### src/rtl/qcLdpcPkg.sv
package qcLdpcPkg;

  typedef enum logic {
    S_IDLE = 1'b0,
    S_RUN  = 1'b1
  } qcState_e;

  typedef struct packed {
    logic idle;      // controller waiting for start
    logic accEn;     // fold one tile term into the accumulator
    logic wrEn;      // store the finished parity bit
    logic runClr;    // start accepted: clear accumulator and chain
  } qcStrobe_t;

endpackage

### src/rtl/qcLdpcCtrl.sv
module qcLdpcCtrl
  import qcLdpcPkg::*;
#(
  parameter int Q = 8,
  parameter int J = 4,
  parameter int L = 8
) (
  input  logic                      clk,
  input  logic                      rstN,
  input  logic                      start,
  output qcStrobe_t                 strb,
  output logic [$clog2(L)-1:0]      termIdx,
  output logic [$clog2(J*Q)-1:0]    bitIdx,
  output logic                      done
);

  localparam int TW        = $clog2(L);
  localparam int BW        = $clog2(J*Q);
  localparam int LAST_TERM = L - 2;     // step that writes instead of reading
  localparam int LAST_BIT  = J*Q - 1;

  qcState_e state;

  always_ff @(posedge clk) begin
    if (!rstN) begin
      state   <= S_IDLE;
      termIdx <= '0;
      bitIdx  <= '0;
      done    <= 1'b0;
    end else begin
      done <= 1'b0;
      case (state)
        S_IDLE: begin
          if (start) begin
            state   <= S_RUN;
            termIdx <= '0;
            bitIdx  <= '0;
          end
        end
        S_RUN: begin
          if (termIdx == TW'(LAST_TERM)) begin
            termIdx <= '0;
            if (bitIdx == BW'(LAST_BIT)) begin
              state <= S_IDLE;
              done  <= 1'b1;
            end else begin
              bitIdx <= bitIdx + 1'b1;
            end
          end else begin
            termIdx <= termIdx + 1'b1;
          end
        end
        default: state <= S_IDLE;
      endcase
    end
  end

  always_comb begin
    strb.idle   = (state == S_IDLE);
    strb.accEn  = (state == S_RUN) && (termIdx != TW'(LAST_TERM));
    strb.wrEn   = (state == S_RUN) && (termIdx == TW'(LAST_TERM));
    strb.runClr = (state == S_IDLE) && start;
  end

endmodule

### src/rtl/qcLdpcPath.sv
module qcLdpcPath
  import qcLdpcPkg::*;
#(
  parameter int Q = 8,
  parameter int J = 4,
  parameter int L = 8,
  parameter int SHIFT [0:J-1][0:L-1] = '{
    '{1, 3, 5, 0, 0, 0, 0, 0},
    '{2, 0, 6, 7, 4, 0, 0, 0},
    '{0, 5, 1, 3, 2, 6, 0, 0},
    '{7, 4, 0, 2, 0, 3, 0, 0}
  },
  parameter bit [L-1:0] MASK [0:J-1] = '{8'h0F, 8'h1D, 8'h3E, 8'h2B}
) (
  input  logic                      clk,
  input  logic                      rstN,
  input  qcStrobe_t                 strb,
  input  logic [$clog2(L)-1:0]      termIdx,
  input  logic [$clog2(J*Q)-1:0]    bitIdx,
  input  logic                      loadValid,
  input  logic                      loadBit,
  output logic [Q*L-1:0]            mem
);

  localparam int N        = Q * L;
  localparam int K        = (L - J) * Q;
  localparam int AW       = $clog2(N);
  localparam int QW       = $clog2(Q);
  localparam int KW       = $clog2(K);
  localparam int RW       = $clog2(J);
  localparam int BW       = $clog2(J*Q);
  localparam int TRI_BITS = (J - 2) * Q;

  // Tiles that may contribute: occupied and left of the row's own diagonal.
  logic [L-1:0] rowLive [0:J-1];

  for (genvar r = 0; r < J; r++) begin : g_row
    for (genvar k = 0; k < L; k++) begin : g_col
      if (k < L - J + r) begin : g_on
        assign rowLive[r][k] = MASK[r][k];
      end else begin : g_off
        assign rowLive[r][k] = 1'b0;
      end
    end
  end

  logic            inChain;
  logic [QW:0]     chainT;
  logic [RW-1:0]   rowSel;
  logic [QW-1:0]   posSel;
  logic [QW-1:0]   colSel;
  logic [AW-1:0]   termAddr;
  logic [AW-1:0]   wrAddr;
  logic            termBit;
  logic            wrBit;
  logic            acc;
  logic            chain;
  logic [KW-1:0]   loadPtr;

  always_comb begin
    inChain = (bitIdx >= BW'(TRI_BITS));
    chainT  = (QW+1)'(bitIdx - BW'(TRI_BITS));
    if (inChain) begin
      rowSel = RW'(J - 2) + RW'(chainT[0]);
      posSel = chainT[QW:1];
    end else begin
      rowSel = RW'(bitIdx >> QW);
      posSel = bitIdx[QW-1:0];
    end
    // modulo-q rotation falls out of the QW-bit truncation
    colSel   = posSel + QW'(SHIFT[rowSel][termIdx]);
    termAddr = {termIdx, colSel};
    termBit  = rowLive[rowSel][termIdx] & mem[termAddr];
    wrAddr   = AW'(K) + AW'(bitIdx);
    wrBit    = acc ^ (inChain & chain);
  end

  always_ff @(posedge clk) begin
    if (!rstN) begin
      mem     <= '0;
      acc     <= 1'b0;
      chain   <= 1'b0;
      loadPtr <= '0;
    end else begin
      if (strb.runClr) begin
        acc   <= 1'b0;
        chain <= 1'b0;
      end
      if (strb.idle && loadValid) begin
        mem[AW'(loadPtr)] <= loadBit;
        loadPtr <= (loadPtr == KW'(K - 1)) ? '0 : loadPtr + 1'b1;
      end
      if (strb.accEn) begin
        acc <= acc ^ termBit;
      end
      if (strb.wrEn) begin
        mem[wrAddr] <= wrBit;
        acc         <= 1'b0;
        if (inChain) begin
          chain <= wrBit;
        end
      end
    end
  end

endmodule

### src/rtl/qcLdpcEncoder.sv
module qcLdpcEncoder
  import qcLdpcPkg::*;
#(
  parameter int Q = 8,
  parameter int J = 4,
  parameter int L = 8,
  parameter int SHIFT [0:J-1][0:L-1] = '{
    '{1, 3, 5, 0, 0, 0, 0, 0},
    '{2, 0, 6, 7, 4, 0, 0, 0},
    '{0, 5, 1, 3, 2, 6, 0, 0},
    '{7, 4, 0, 2, 0, 3, 0, 0}
  },
  parameter bit [L-1:0] MASK [0:J-1] = '{8'h0F, 8'h1D, 8'h3E, 8'h2B}
) (
  input  logic                      clk,
  input  logic                      rstN,
  input  logic                      loadValid,
  input  logic                      loadBit,
  input  logic                      start,
  input  logic [$clog2(Q*L)-1:0]    rdAddr,
  output logic                      rdBit,
  output logic                      done
);

  qcStrobe_t                  strb;
  logic [$clog2(L)-1:0]       termIdx;
  logic [$clog2(J*Q)-1:0]     bitIdx;
  logic [Q*L-1:0]             mem;
  logic                       busy;

  qcLdpcCtrl #(.Q(Q), .J(J), .L(L)) u_ctrl (
    .clk     (clk),
    .rstN    (rstN),
    .start   (start),
    .strb    (strb),
    .termIdx (termIdx),
    .bitIdx  (bitIdx),
    .done    (done)
  );

  qcLdpcPath #(.Q(Q), .J(J), .L(L), .SHIFT(SHIFT), .MASK(MASK)) u_path (
    .clk       (clk),
    .rstN      (rstN),
    .strb      (strb),
    .termIdx   (termIdx),
    .bitIdx    (bitIdx),
    .loadValid (loadValid),
    .loadBit   (loadBit),
    .mem       (mem)
  );

  assign busy  = ~strb.idle;
  assign rdBit = mem[rdAddr];

endmodule

### config.mk
export PLATFORM = sky130hd
export DESIGN_NAME = qcLdpcEncoder
export DESIGN_NICKNAME = d
export VERILOG_FILES = /design/src/rtl/qcLdpcPkg.sv /design/src/rtl/qcLdpcCtrl.sv /design/src/rtl/qcLdpcPath.sv /design/src/rtl/qcLdpcEncoder.sv
export SDC_FILE = /design/constraint.sdc
export NUM_CORES = 1
export LEC_CHECK = 0
export BUFFER_PORTS_ARGS = -buffer_cell sky130_fd_sc_hd__buf_2
export CAP_MARGIN = 25
export CORE_UTILIZATION = 45
export CTS_BUF_LIST = sky130_fd_sc_hd__clkbuf_4
export DETAILED_ROUTE_END_ITERATION = 8
export PLACE_DENSITY = 0.57
export SLEW_MARGIN = 5
export SYNTH_ARGS = -nofsm -noshare
export SYNTH_HDL_FRONTEND = slang
export SYNTH_SLANG_ARGS = --single-unit
### constraint.sdc
create_clock -name clk -period 4.89 [get_ports clk]
set_clock_uncertainty 0.2 [all_clocks]
set_input_delay 0.489 -clock clk [delete_from_list [all_inputs] [get_ports clk]]
set_output_delay 0.489 -clock clk [all_outputs]
set_load 0.03 [all_outputs]
# Word level (Yosys, flattened, before mapping)
# Cells that the tools add are included.
[word_totals] regBits=81 input_bits=11 output_inout_bits=2 word_cells=94
[classes] addsub=7 n_lt_le_gt_ge=10 eq_ne=7 mux=44 bitwise_logic=8 reduce_logical=10
[ops] cell="$bmux W256 S2" count=1
[ops] cell="$mux W256" count=2
[ops] cell="$mux W64" count=3
[ops] cell="$bwmux W64" count=2
[ops] cell="$bmux W32 S3" count=1
[ops] cell="$lt A6 B7 Y1 const B" count=3
[ops] cell="$mux W5" count=4
[ops] cell="$bmux W8 S2" count=1
[ops] cell="$mux W8" count=2
[ops] cell="$mux W3" count=5
[ops] cell="$mux W1" count=14
[ops] cell="$bmux W1 S6" count=2
[ops] cell="$add A5 B1 Y5 const B" count=2
[ops] cell="$eq A5 B5 Y1 const B" count=2
[ops] cell="$pmux W5 S2" count=1
[ops] cell="$lt A5 B7 Y1 const B" count=1
[ops] cell="$add A6 B5 Y6 const A" count=1
[ops] cell="$demux W1 S6" count=1
[ops] cell="$ge A6 B1 Y1 const B" count=1
[ops] cell="$logic_and A1 B1 Y1" count=6
[ops] cell="$ne A2 B2 Y1 const B" count=3
[ops] cell="$pmux W3 S2" count=1
[ops] cell="$reduce_and A3 Y1" count=2
[ops] cell="$demux W1 S5" count=1
[ops] cell="21 further kinds" count=24

# Logic depth before layout (Yosys ltp)
[logic_depth] depth_word=16 mapped_depth=17

# By module
# A second synthesis with hierarchy kept.
[hier_totals] cells_unflattened=596 area_unflattened_um2=5260.0
[by_module_without_submodules] module="qcLdpcPath" n_inst=1 cells_per_inst=479 area_each_um2=4162.7
[by_module_without_submodules] module="qcLdpcEncoder" n_inst=1 cells_per_inst=62 area_each_um2=600.6
[by_module_without_submodules] module="qcLdpcCtrl" n_inst=1 cells_per_inst=55 area_each_um2=496.7

# Worst setup path before layout
# Ideal clock, no wire load.
[synth_timing] path_kind="reg2reg" startpoint="register u_ctrl.bitIdx[4]" endpoint="register u_path.acc" setup_ns=0.072 t_arrival_ns=3.233 required_time_ns=4.618 setup_slack_ns=1.385 stages_incl_launch_ff=14 n_path_buf=3 path_cell_list="dfxtp_1 clkbuf_8 clkbuf_1 nor3_1 a211oi_1 o21ai_0 ha_1 buf_2 mux4_2 mux2_2 o221ai_1 a211oi_2 a31oi_1 mux2i_1"
[synth_via] elab_chain_cells=15
[synth_lines] element="from (decl)" line_no="qcLdpcCtrl.sv:13" rtl="output logic [$clog2(J*Q)-1:0] bitIdx,"
[synth_lines] element="from (signal assigned)" line_no="qcLdpcCtrl.sv:47" rtl="bitIdx <= bitIdx + 1'b1;"
[synth_lines] element="$ge A5 B5 Y1" line_no="qcLdpcPath.sv:61" rtl="inChain = (bitIdx >= BW'(TRI_BITS));"
[synth_lines] element="$mux W2" line_no="qcLdpcPath.sv:63" rtl="if (inChain) begin"
[synth_lines] element="$not A2 Y3 (implied by the code)" line_no="qcLdpcPath.sv:71, qcLdpcPath.sv:73"
[synth_lines] element="$bmux W256 S2" line_no="qcLdpcPath.sv:71" rtl="colSel = posSel + QW'(SHIFT[rowSel][termIdx]);"
[synth_lines] element="$mux W256 (implied by the code) (2 in series)" line_no="qcLdpcPath.sv:71"
[synth_lines] element="$bmux W32 S3" line_no="qcLdpcPath.sv:71"
[synth_lines] element="$mux W3 (implied by the code) (2 in series)" line_no="qcLdpcPath.sv:71"
[synth_lines] element="$add A3 B3 Y3" line_no="qcLdpcPath.sv:71"
[synth_lines] element="$bmux W1 S6" line_no="qcLdpcPath.sv:73" rtl="termBit = rowLive[rowSel][termIdx] & mem[termAddr];"
[synth_lines] element="$mux W1 (implied by the code)" line_no="qcLdpcPath.sv:73"
[synth_lines] element="$and A1 B1 Y1 (*)" line_no="qcLdpcPath.sv:73"
[synth_lines] element="$xor A1 B1 Y1 (*)" line_no="qcLdpcPath.sv:94" rtl="acc <= acc ^ termBit;"
[synth_lines] element="$mux W1 (*)" line_no="qcLdpcPath.sv:93" rtl="if (strb.accEn) begin"
[synth_lines] element="to (signal assigned)" line_no="qcLdpcPath.sv:94"
[synth_lines] element="to (decl)" line_no="qcLdpcPath.sv:56" rtl="logic acc;"
# Mark *: on every way between the ends. The rest lies on a longest branch, timed or not. The select of a mux whose other input is x is not followed.
# A chain may end at the register's enable or synchronous reset.

# Worst setup path after layout
[layout_timing] startpoint="register u_ctrl.bitIdx[3]" endpoint="register u_path.acc"
# The elaborated chain is that of the path after synthesis.

==> reports/summary.md <==
The delay of the slowest cell on the worst path came out at 0.83 ns. The total area of multi-input combinational cells is 3330 µm², and the ratio of cells with drive above 1 in the final layout is 0.132. The starting density of the core was 0.460; the number of nets still failing antenna checks after routing was 0.

For this design the top-level I/O count stands at 13. Relative to the synthesized area, the layout overhead comes to 4.10%. Placed instance area: 5260 µm².

The proportion of register bits with asynchronous set or reset after synthesis is 0, and the static leakage is 0.00196 µW. Synthesis instantiated 54 different standard cells from the library. Averaged over all synthesized cells, the footprint is 8.78 µm². TritonCTS built the clock tree.

The family with the most delay on the worst path was adder cells. The relative slew slack was 0.394; the number of cells on the worst hold path was 3. The synthesized netlist occupies a cell area of 5250 µm².

The run gives 0 as the total setup violations reported at the end of the flow. For flop-to-flop paths, the worst setup slack is 0.80 ns. The number of post-CTS setup repair buffers is 0. The instance count of the mapped netlist is 598, and the aggregate negative setup slack is 0 ns. Across all layers, the routed design uses 4,193 vias.

Across the whole layout, storage elements account for 1620 µm². After global routing the overflow that remains totals 0. Row generation in the floorplan step produced 39 rows. The total wirelength of the detailed-routed design was 12,700 µm. After detailed routing, the number of vias per cell comes to 5.84. Critical-path cell with the highest stage delay: fa_1.

The tools report the final-report hold violation count as 0. The logs give 81 for the number of sinks driven by the clock tree and 0 for the count of cells resized by post-cts repair. The number of global-route vias before repair is 3,902.

At the end of routability-driven placement, the weighted congestion stood at 0.879. VDD sags by at most 0.134 mV. The reported max-cap violation count came out at 0.

STA classifies the critical path endpoint as a flop. Number of enable flip-flop cells after synthesis: 0. Master cell of the clock root buffer: clkbuf_4.

CTS built an H-tree with a depth of 3. The number of search-and-repair iterations in the first detailed-routing pass was 5. Setup repair after global routing left no endpoint under its margin. For this run, the top clock speed supported by timing is 0.244 GHz.

Clock-pin slew was measured on the worst setup and hold paths at 0.14 ns. The Yosys step of the flow raised 0 warnings. For the initial antenna violation count, the log shows 0. The tools report the final cell count without fillers as 718. The all-layer global routing usage was 0.224; the post-route total power was 1330 µW.

The first global-routing pass estimated 20,400 µm of wire. The most used flip-flop cell after synthesis is dfxtp_1. The launching element type of the critical path was a flop.

The critical path class was reg -> reg. For the final number of max-transition violations, the log shows 0. At the worst endpoint, the arrival time is 4.30 ns.

The cell count after placement came out at 701. The count of buffers inserted at the top-level ports was 12; the detailed-placement wirelength estimate was 8830 µm. Buffers inserted during clock tree synthesis total 9. The final clock period utilization by the worst path was 0.836; the clock latency at the later pin of the worst-skew pair was 0.47 ns. Measured in cells, the most critical reg-to-reg path has a length of 14. The run gives 5470 µm² as the post-route standard cell area excluding fillers. The logs give 621 for the post-synth net total and 0 for the count of unresolved DRC violations after routing. The number of buffers on the longest clock path was 2; the cell area power density was 244 nW/µm². The first routing iteration left 275 violations. Entering global routing, the biggest net connects 82 pins. The cell seen most often among critical-path stages was a21oi_1.

The min-delay analysis places its worst path in the category in -> reg. The die covers 12,100 µm². After detailed routing, the average wire length per cell comes to 17.6 µm. The number of buffers added to fix hold violations after cts is 0. At the pin with the least slew margin, the transition time is 0.902 ns. The die is 110 µm wide. Sequential area share after synthesis: 0.309. The smallest hold slack was 0.169 ns; the count of buffer and inverter cells on the critical path was 1.

The area of the core came out at 11,400 µm². Traced cell by cell, the critical path runs through nor2b_1, a21oi_1, a21oi_1, a211oi_1, o21ai_0, ha_1, inv_1, fa_1, mux4_2, mux2_2, o221ai_1, a211oi_2, a31oi_1, mux2i_1. The filler cells instantiated in the layout total 1,101. Counting buffers and inverters, the worst setup path is 14 cells deep.

The vertical extent of the die is 110 µm, and the critical-path maximum fanout is 15. STA puts the critical path data required time at 5.10 ns. The clock period could shrink to 4.09 ns. The run finished with clean final reports. Counting flops and latches in the post-synthesis netlist gives 81.

The net count of the finished layout is 592.
-- stage by stage --
stage               utilization  setup slack, ns
finish                    0.479            0.800
global route              0.479            0.518
CTS                       0.479            0.807
detailed placement        0.460            0.835
global placement          0.460             1.01
floorplan                     -             1.39
-- metal layers --
metal	wire, µm	track usage	vias to the layer above
met3	482	0.0382	20
met5	0	0	-
met1	5950	0.302	2046
li1	-	-	2060
met4	227	0.0838	0
met2	6000	0.360	67
-- synthesized netlist by cell type, drive strengths merged (2+ instances only) --
master	n	share of area
nand4	5	0.0060
a221oi	4	0.0067
a21boi	24	0.034
nand3b	2	0.0029
or2b	2	0.0033
o21ai	26	0.025
nand3	17	0.016
nor2	63	0.045
mux4	33	0.14
inv	7	0.0055
and3b	2	0.0033
a22oi	2	0.0029
nand2	77	0.055
or3	2	0.0024
a211oi	5	0.0081
nor3b	35	0.050
mux2i	31	0.059
and3	4	0.0048
clkbuf	50	0.044
buf	7	0.011
o221ai	2	0.0033
nor3	8	0.0076
and2	10	0.012
nor2b	23	0.027
a21oi	38	0.036
xnor2	3	0.0064
nand2b	5	0.0060
xor2	4	0.0067
a31oi	3	0.0036
dfxtp	81	0.31
ha	11	0.026
-- worst min-delay path, cell delays in order --
cell and delay (ns):
buf_2 0.12, o21ai_0 0.08, a21oi_1 0.12
-- where the power goes --
group | switching, µW | internal [µW] | leakage, µW | total, µW
registers | 7.25 | 664 | 0.000653 | 671
logic | 55.1 | 37.0 | 0.00120 | 92.1
clock network | 258 | 311 | 0.000107 | 568
total | 320 | 1010 | 0.00196 | 1330
-- state kept, by name, summed over array words and instances (netlist names) --
name and cells:
u_ctrl.termIdx 3, u_path.chain 1, u_path.loadPtr 5, u_path.acc 1, u_ctrl.done 1, u_ctrl.bitIdx 5, u_ctrl.state 1, u_path.mem 64
-- final timing paths --
kind,end,start
worst min-delay path,u_ctrl.state,start
worst max-delay path,u_path.acc,u_ctrl.bitIdx[3]
worst max register to register,u_path.acc,u_ctrl.bitIdx[3]
worst min register to register,u_path.mem[11],u_path.mem[11]
-- cells by family (layout without fill, tap and decap cells) --
kind of cell,count (synthesis),in the layout,share of synthesized area
AO/OA/AOI/OAI,110,110,0.133
XOR/XNOR,7,7,0.0131
adder cells (fa/ha/maj),12,12,0.0300
buffers and inverters,64,40,0.0610
flip-flops,81,81,0.309
multiplexers,65,65,0.204
other,0,1,0
AND/OR/NAND/NOR,259,259,0.250
-- layout by cell type (no fill, tap or decap), types with 11 or more instances in the layout --
cell type	count
a21oi_1	38
nand3_1	17
dfxtp_1	81
o21ai_0	26
mux2i_1	31
mux4_2	31
a21boi_0	24
buf_2	12
nor3b_1	35
ha_1	11
nor2b_1	23
nand2_1	77
nor2_1	63
-- layout make-up --
type / instances / area share
tap: 143 / 0.0327
sequential: 81 / 0.297
timing repair buffer: 17 / 0.0179
antenna: 1 / 0.000458
clock buffer: 9 / 0.0124
clock inverter: 7 / 0.0259
multi-input combinational: 453 / 0.609
inverter: 7 / 0.00526
No activity file was read; power rests on OpenSTA's default activity.
